<file path="src/rtl/subsamp_pkg.sv">
package subsamp_pkg;

  typedef enum logic [2:0] {
    MODE_FULL     = 3'd0,
    MODE_HALF     = 3'd1,
    MODE_QUARTER  = 3'd2,
    MODE_EIGHTH   = 3'd3,
    MODE_SIXTEEN  = 3'd4,
    MODE_THIRTY2  = 3'd5,
    MODE_SIXTY4   = 3'd6,
    MODE_ALTFULL  = 3'd7
  } resMode_e;

  typedef struct packed {
    logic load;
    logic step;
    logic finish;
  } seqCtrl_t;

  // Whether a row whose index mod 8 is rowLow is read in mode m
  function automatic logic rowKept(input logic [2:0] rowLow, input resMode_e m);
    case (m)
      MODE_HALF:                  return !rowLow[1];
      MODE_QUARTER:               return !rowLow[0];
      MODE_EIGHTH, MODE_SIXTEEN:  return rowLow[1:0] == 2'd0;
      MODE_THIRTY2, MODE_SIXTY4:  return rowLow == 3'd0;
      default:                    return 1'b1;
    endcase
  endfunction

  // Distance from a kept row to the next kept row
  function automatic logic [3:0] rowStep(input logic [2:0] rowLow, input resMode_e m);
    case (m)
      MODE_HALF:                  return rowLow[0] ? 4'd3 : 4'd1;
      MODE_QUARTER:               return 4'd2;
      MODE_EIGHTH, MODE_SIXTEEN:  return 4'd4;
      MODE_THIRTY2, MODE_SIXTY4:  return 4'd8;
      default:                    return 4'd1;
    endcase
  endfunction

  // log2 of the kept-column stride
  function automatic logic [1:0] colShiftOf(input resMode_e m);
    case (m)
      MODE_QUARTER, MODE_EIGHTH:  return 2'd1;
      MODE_SIXTEEN, MODE_THIRTY2: return 2'd2;
      MODE_SIXTY4:                return 2'd3;
      default:                    return 2'd0;
    endcase
  endfunction

endpackage

</file>
<file path="src/rtl/subsamp_ctrl.sv">
module subsamp_ctrl
  import subsamp_pkg::*;
(
  input  logic     clk,
  input  logic     rstN,
  input  logic     frameStart,
  input  logic     adcDone,
  input  logic     lastRow,
  output logic     busy,
  output seqCtrl_t ctrl,
  output logic     rowValid,
  output logic     frameDone
);

  typedef enum logic {ST_IDLE, ST_SCAN} seqState_e;
  seqState_e state;

  assign busy = (state == ST_SCAN);

  always_comb begin
    ctrl.load   = (state == ST_IDLE) && frameStart;
    ctrl.step   = busy && adcDone && !lastRow;
    ctrl.finish = busy && adcDone && lastRow;
  end

  always_ff @(posedge clk) begin
    if (!rstN) begin
      state     <= ST_IDLE;
      rowValid  <= 1'b0;
      frameDone <= 1'b0;
    end else begin
      if (ctrl.load)        state <= ST_SCAN;
      else if (ctrl.finish) state <= ST_IDLE;
      rowValid  <= ctrl.load | ctrl.step;
      frameDone <= ctrl.finish;
    end
  end

  // done is a single-cycle pulse and the scan has stopped
  p_done_pulse_r7: assert property (@(posedge clk) disable iff (!rstN)
    frameDone |=> !frameDone);
  p_done_idle_r7: assert property (@(posedge clk) disable iff (!rstN)
    frameDone |-> !busy);
  // a new-row strobe only appears during a scan
  p_valid_busy_r3: assert property (@(posedge clk) disable iff (!rstN)
    rowValid |-> busy);
  // without an acknowledgement, a running scan neither restarts nor moves
  p_ignore_start_r8: assert property (@(posedge clk) disable iff (!rstN)
    busy && !adcDone |=> busy && !rowValid);

endmodule

</file>
<file path="src/rtl/subsamp_path.sv">
module subsamp_path
  import subsamp_pkg::*;
#(
  parameter int NUM_ROWS = 144,
  parameter int NUM_COLS = 176
) (
  input  logic                  clk,
  input  logic                  rstN,
  input  seqCtrl_t              ctrl,
  input  logic                  busy,
  input  logic [2:0]            modeCode,
  output logic                  lastRow,
  output logic [NUM_ROWS-1:0]   rowSel,
  output logic [NUM_COLS/4-1:0] oddColEn,
  output logic [NUM_COLS/4-1:0] evenColEn,
  output logic [NUM_ROWS-1:0]   rowDrvOff
);

  localparam int ROW_W   = $clog2(NUM_ROWS);
  localparam int NUM_GRP = NUM_COLS / 4;
  localparam logic [ROW_W:0] ROW_LIMIT = (ROW_W+1)'(NUM_ROWS);

  resMode_e         modeReg;
  logic [ROW_W-1:0] rowIdx;
  logic [ROW_W:0]   nextRow;
  logic [3:0]       stepVal;
  logic [1:0]       colShift;

  always_comb begin
    stepVal  = rowStep(rowIdx[2:0], modeReg);
    nextRow  = {1'b0, rowIdx} + {{(ROW_W-3){1'b0}}, stepVal};
    lastRow  = (nextRow >= ROW_LIMIT);
    colShift = colShiftOf(modeReg);
  end

  always_ff @(posedge clk) begin
    if (!rstN) begin
      modeReg <= MODE_FULL;
      rowIdx  <= '0;
    end else if (ctrl.load) begin
      modeReg <= resMode_e'(modeCode);
      rowIdx  <= '0;
    end else if (ctrl.step) begin
      rowIdx  <= nextRow[ROW_W-1:0];
    end else if (ctrl.finish) begin
      rowIdx  <= '0;
    end
  end

  for (genvar r = 0; r < NUM_ROWS; r++) begin : g_row
    localparam logic [2:0] LOW = 3'(r % 8);
    assign rowSel[r]    = busy && (rowIdx == ROW_W'(r));
    assign rowDrvOff[r] = !busy || !rowKept(LOW, modeReg);
  end

  for (genvar g = 0; g < NUM_GRP; g++) begin : g_grp
    localparam bit EVEN_GRP = (g % 2) == 0;
    assign oddColEn[g]  = busy && ((colShift != 2'd3) || EVEN_GRP);
    assign evenColEn[g] = busy && (colShift <= 2'd1);
  end

  // exactly one row selected during a scan
  p_row_onehot_r3: assert property (@(posedge clk) disable iff (!rstN)
    busy |-> $onehot(rowSel));
  // the selected row's driver is never flagged off
  p_sel_driver_on_r6: assert property (@(posedge clk) disable iff (!rstN)
    busy |-> (rowSel & rowDrvOff) == '0);
  // every step moves strictly downward through the array
  p_row_ascend_r4: assert property (@(posedge clk) disable iff (!rstN)
    ctrl.step |=> rowIdx > $past(rowIdx));
  // the latched code does not change during a scan
  p_mode_hold_r8: assert property (@(posedge clk) disable iff (!rstN)
    busy |=> $stable(modeReg));
  // low modes leave the even bank dark
  p_even_bank_off_r5: assert property (@(posedge clk) disable iff (!rstN)
    (modeReg == MODE_SIXTEEN || modeReg == MODE_THIRTY2 || modeReg == MODE_SIXTY4)
      |-> evenColEn == '0);

endmodule

</file>
<file path="src/rtl/subsamp_readout_seq.sv">
module subsamp_readout_seq
  import subsamp_pkg::*;
#(
  parameter int NUM_ROWS = 144,
  parameter int NUM_COLS = 176
) (
  input  logic                  clk,
  input  logic                  rstN,
  input  logic                  frameStart,
  input  logic [2:0]            modeCode,
  input  logic                  adcDone,
  output logic [NUM_ROWS-1:0]   rowSel,
  output logic                  rowValid,
  output logic [NUM_COLS/4-1:0] oddColEn,
  output logic [NUM_COLS/4-1:0] evenColEn,
  output logic [NUM_ROWS-1:0]   rowDrvOff,
  output logic                  frameDone
);

  seqCtrl_t ctrl;
  logic     busy;
  logic     lastRow;

  subsamp_ctrl u_ctrl (
    .clk        (clk),
    .rstN       (rstN),
    .frameStart (frameStart),
    .adcDone    (adcDone),
    .lastRow    (lastRow),
    .busy       (busy),
    .ctrl       (ctrl),
    .rowValid   (rowValid),
    .frameDone  (frameDone)
  );

  subsamp_path #(
    .NUM_ROWS (NUM_ROWS),
    .NUM_COLS (NUM_COLS)
  ) u_path (
    .clk       (clk),
    .rstN      (rstN),
    .ctrl      (ctrl),
    .busy      (busy),
    .modeCode  (modeCode),
    .lastRow   (lastRow),
    .rowSel    (rowSel),
    .oddColEn  (oddColEn),
    .evenColEn (evenColEn),
    .rowDrvOff (rowDrvOff)
  );

endmodule

</file>
<file path="config.mk">
export PLATFORM = sky130hd
export DESIGN_NAME = subsamp_readout_seq
export DESIGN_NICKNAME = d
export VERILOG_FILES = /design/src/rtl/subsamp_pkg.sv /design/src/rtl/subsamp_ctrl.sv /design/src/rtl/subsamp_path.sv /design/src/rtl/subsamp_readout_seq.sv
export SDC_FILE = /design/constraint.sdc
export NUM_CORES = 1
export LEC_CHECK = 0
export BUFFER_PORTS_ARGS = -buffer_cell sky130_fd_sc_hd__buf_2
export CAP_MARGIN = 5
export CELL_PAD_IN_SITES_DETAIL_PLACEMENT = 2
export CELL_PAD_IN_SITES_GLOBAL_PLACEMENT = 2
export CORE_MARGIN = 4
export CORE_UTILIZATION = 17
export DETAILED_ROUTE_END_ITERATION = 7
export PLACE_DENSITY = 0.88
export SETUP_SLACK_MARGIN = 0.1
export SLEW_MARGIN = 20
export SYNTH_ARGS = -nofsm -noshare
export SYNTH_HDL_FRONTEND = slang
export SYNTH_HIERARCHICAL = 1
export SYNTH_SLANG_ARGS = --single-unit
</file>
<file path="constraint.sdc">
create_clock -name clk -period 9.82 [get_ports clk]
set_clock_uncertainty 0.2 [all_clocks]
set_input_delay 0.982 -clock clk [delete_from_list [all_inputs] [get_ports clk]]
set_output_delay 0.982 -clock clk [all_outputs]
set_load 0.01 [all_outputs]
</file>
==> metrics.txt <==
Worst Tran Pin Value=1.01 ns; # Max-Cap Violations=0; crit path DAT=4.29 ns; clock buffer count from CTS=3; Area Overhead vs Synth=16.5%; global-route wire length before repair=24.1 mm; Die W=153 um; Congestion Overflow GR=0; fin area=4140 um2; all-layer global routing usage=12.5%; Post-CTS Setup Repair Bufs=0; fmax=229 MHz; Syn Nets=553; Ports=385; CTS tree=built; Final nets=701; Slew Limit Headroom=32.7%; mean routed wirelength per cell=16.5 um; Mapped Area=3550 um2; Die Span Y=153 um; Mapped Cells=541; RR Endpoint=u_path/rowIdx[4]$_SDFFE_PP0P_; antenna diode count=0; crit path from=u_path/modeReg[1]$_SDFFE_PN0P_; RSZ-0062 raised after global routing=false; power per cell area=75.3 nW/um2; Final setup viols=0; final number of hold-violating endpoints=0; Clk Latency, worst-skew pair=0.25 ns; Vias per Instance=3.90; via count=3732; Setup crit end=u_path/rowIdx[4]$_SDFFE_PP0P_; pin count of the biggest net entering global routing=45; setup TNS=0 ns; top-area cell type share of the netlist area=47.6%; crit share post-route=44.5%; CTS resizes=0; 1st-iter DRT viols=164; RR Startpoint=u_path/modeReg[1]$_SDFFE_PN0P_; FF+latch count, synth=14; detailed-route wire length=15.8 mm; Peak VDD IR=0.0000372 V; DRC viols=0; placed cell areas=4020 um2; antenna viol nets, final=0; initial antenna violation count=0; hold slack=0.412 ns; Core Box Area=20400 um2; Post-CTS Hold Buffers=0; layout cell share with drive strength beyond 1=60.2%; worst endpoint required time=9.74 ns; Die ar.=23300 um2; Synth Warn #=6; Final Max Slew Viols=0; critical path type=reg -> reg; Worst R2R Setup Slack=5.45 ns; DP Wirelength=13.0 mm; Starting Density=17.4%; P_leak=0.00229 uW; TritonRoute pass-1 iters=4; CP max FO=16; Sink Count=14; Distinct cells, synth=50; CP endpoint kind=flop; Layout Utilization=20.3%; Clock Tree Buf Depth=2; Tmin final=4.37 ns; min-delay worst type=reg -> reg; GP Congestion=0.776; Port-buffer cells=384; cell taking the most area after synthesis=buf_4; crit start category=flop; H-tree Lvls=1; vias in the first global route=3852; reg2reg path depth=12; row count=52; synth top area cells=buf_4 48%, nor2_1 16%, dfxtp_1 7.9%; syn_area_per_cell=6.56 um2; status=finished clean; share of the yosys chip area belonging to registers=7.89%; clock tree root driver cell=clkbuf_16; Reg clk slew, reported paths=0.05 ns
==> through the flow <==
stage               total power (uW)  cells  setup slack, ns
floorplan                        248    541             3.16
global placement                 221    954             5.91
detailed placement               228    954             5.61
CTS                              317    958             5.47
global route                     330    958             5.06
finish                           312    958             5.45
==> worst min path at each step <==
| stage | cells past startpoint | endpoint | start | slack (ns) |
|---|---|---|---|---|
| 2_1_floorplan | 2 | u_path/rowIdx[7]$_SDFFE_PP0P_ | u_path/rowIdx[7]$_SDFFE_PP0P_ | 0.35 |
| 3_3_place_gp | 2 | u_path/rowIdx[7]$_SDFFE_PP0P_ | u_path/rowIdx[7]$_SDFFE_PP0P_ | 0.41 |
| 3_5_place_dp | 2 | u_path/rowIdx[7]$_SDFFE_PP0P_ | u_path/rowIdx[7]$_SDFFE_PP0P_ | 0.41 |
| 4_1_cts | 2 | u_path/rowIdx[7]$_SDFFE_PP0P_ | u_path/rowIdx[7]$_SDFFE_PP0P_ | 0.42 |
| 5_1_grt | 2 | u_path/modeReg[1]$_SDFFE_PN0P_ | u_path/modeReg[1]$_SDFFE_PN0P_ | 0.48 |
| 6_report | 2 | u_path/rowIdx[7]$_SDFFE_PP0P_ | u_path/rowIdx[7]$_SDFFE_PP0P_ | 0.41 |
==> logic make-up after synthesis <==
family	share of synthesized area [%]
buffers and inverters	51.8
AND/OR/NAND/NOR	31.0
AO/OA/AOI/OAI	5.99
flip-flops	7.89
adder cells (fa/ha/maj)	1.97
multiplexers	0.846
XOR/XNOR	0.493
==> layer usage <==
metal | track usage [%] | up-vias | share of wire, %
met1 | 13.5 | 1790 | 38
met4 | 1.95 | 0 | 0.88
met5 | 0 | - | 0
li1 | - | 1769 | -
met3 | 3.10 | 10 | 7.0
met2 | 24.9 | 163 | 54
==> flip-flops by register name (all words and copies together) (netlist names) <==
name              flops
u_path/modeReg        3
u_ctrl/rowValid       1
u_ctrl/frameDone      1
u_path/rowIdx         8
u_ctrl/busy           1
==> synthesized netlist by cell type, drive strengths merged <==
master   count
o21ai        8
nor3b        5
clkbuf      13
or2b         1
a211o        1
a21oi        5
o2bb2ai      1
nor4b        1
dfxtp       14
a31oi        3
a21o         3
nand2b       7
and2         1
nor4         1
buf        231
o21bai       2
or3b         2
a211oi       5
nor2       152
nand4b       1
nand2       32
nor2b        9
nand3        9
or3          3
xor2         1
a21boi       1
xnor2        1
fa           1
nand4        1
ha           4
nor3         7
or2          1
inv          4
or4b         1
mux2i        3
o2111ai      1
and3         3
o211ai       2
==> report_power, final <==
group,internal (uW),switching [uW]
clock,62.0,27.0
sequential,58.6,4.92
combinational,58.6,100
total,179,132
==> critical path, stage by stage (launching register included) <==
cell	delay, ns
dfxtp_1	0.44
inv_1	0.18
or3_1	0.38
o21ai_0	0.13
ha_1	0.35
o21ai_0	0.43
o21bai_1	0.23
nor4b_1	0.29
a211oi_1	0.13
nor2_1	0.81
nor2_1	0.25
a211oi_1	0.34
a211oi_1	0.08
==> cell type report <==
| cell class | count | area (um2) |
|---|---|---|
| Clock buffer | 4 | 88.8 |
| Fill cell | 2558 | 16200 |
| Inverter | 4 | 15.0 |
| Multi-Input combinational cell | 279 | 1470 |
| Sequential cell | 14 | 280 |
| Tap cell | 270 | 338 |
| Timing Repair Buffer | 387 | 1940 |
==> placed cells by master, fill, tap and decap left out, types with 3 or more instances in the layout <==
master	instances
buf_2	384
nor2_1	152
nand2_1	32
dfxtp_1	14
nand3_1	9
nor2b_1	8
nand2b_1	7
o21ai_0	5
a21oi_1	4
nor3_2	4
a211oi_1	4
ha_1	4
clkbuf_16	3
buf_4	3
inv_1	3
nor3_1	3
a31oi_1	3
o21ai_4	3
mux2i_1	3
a21o_1	3
nor3b_1	3
(Power assumes the default switching activity.)
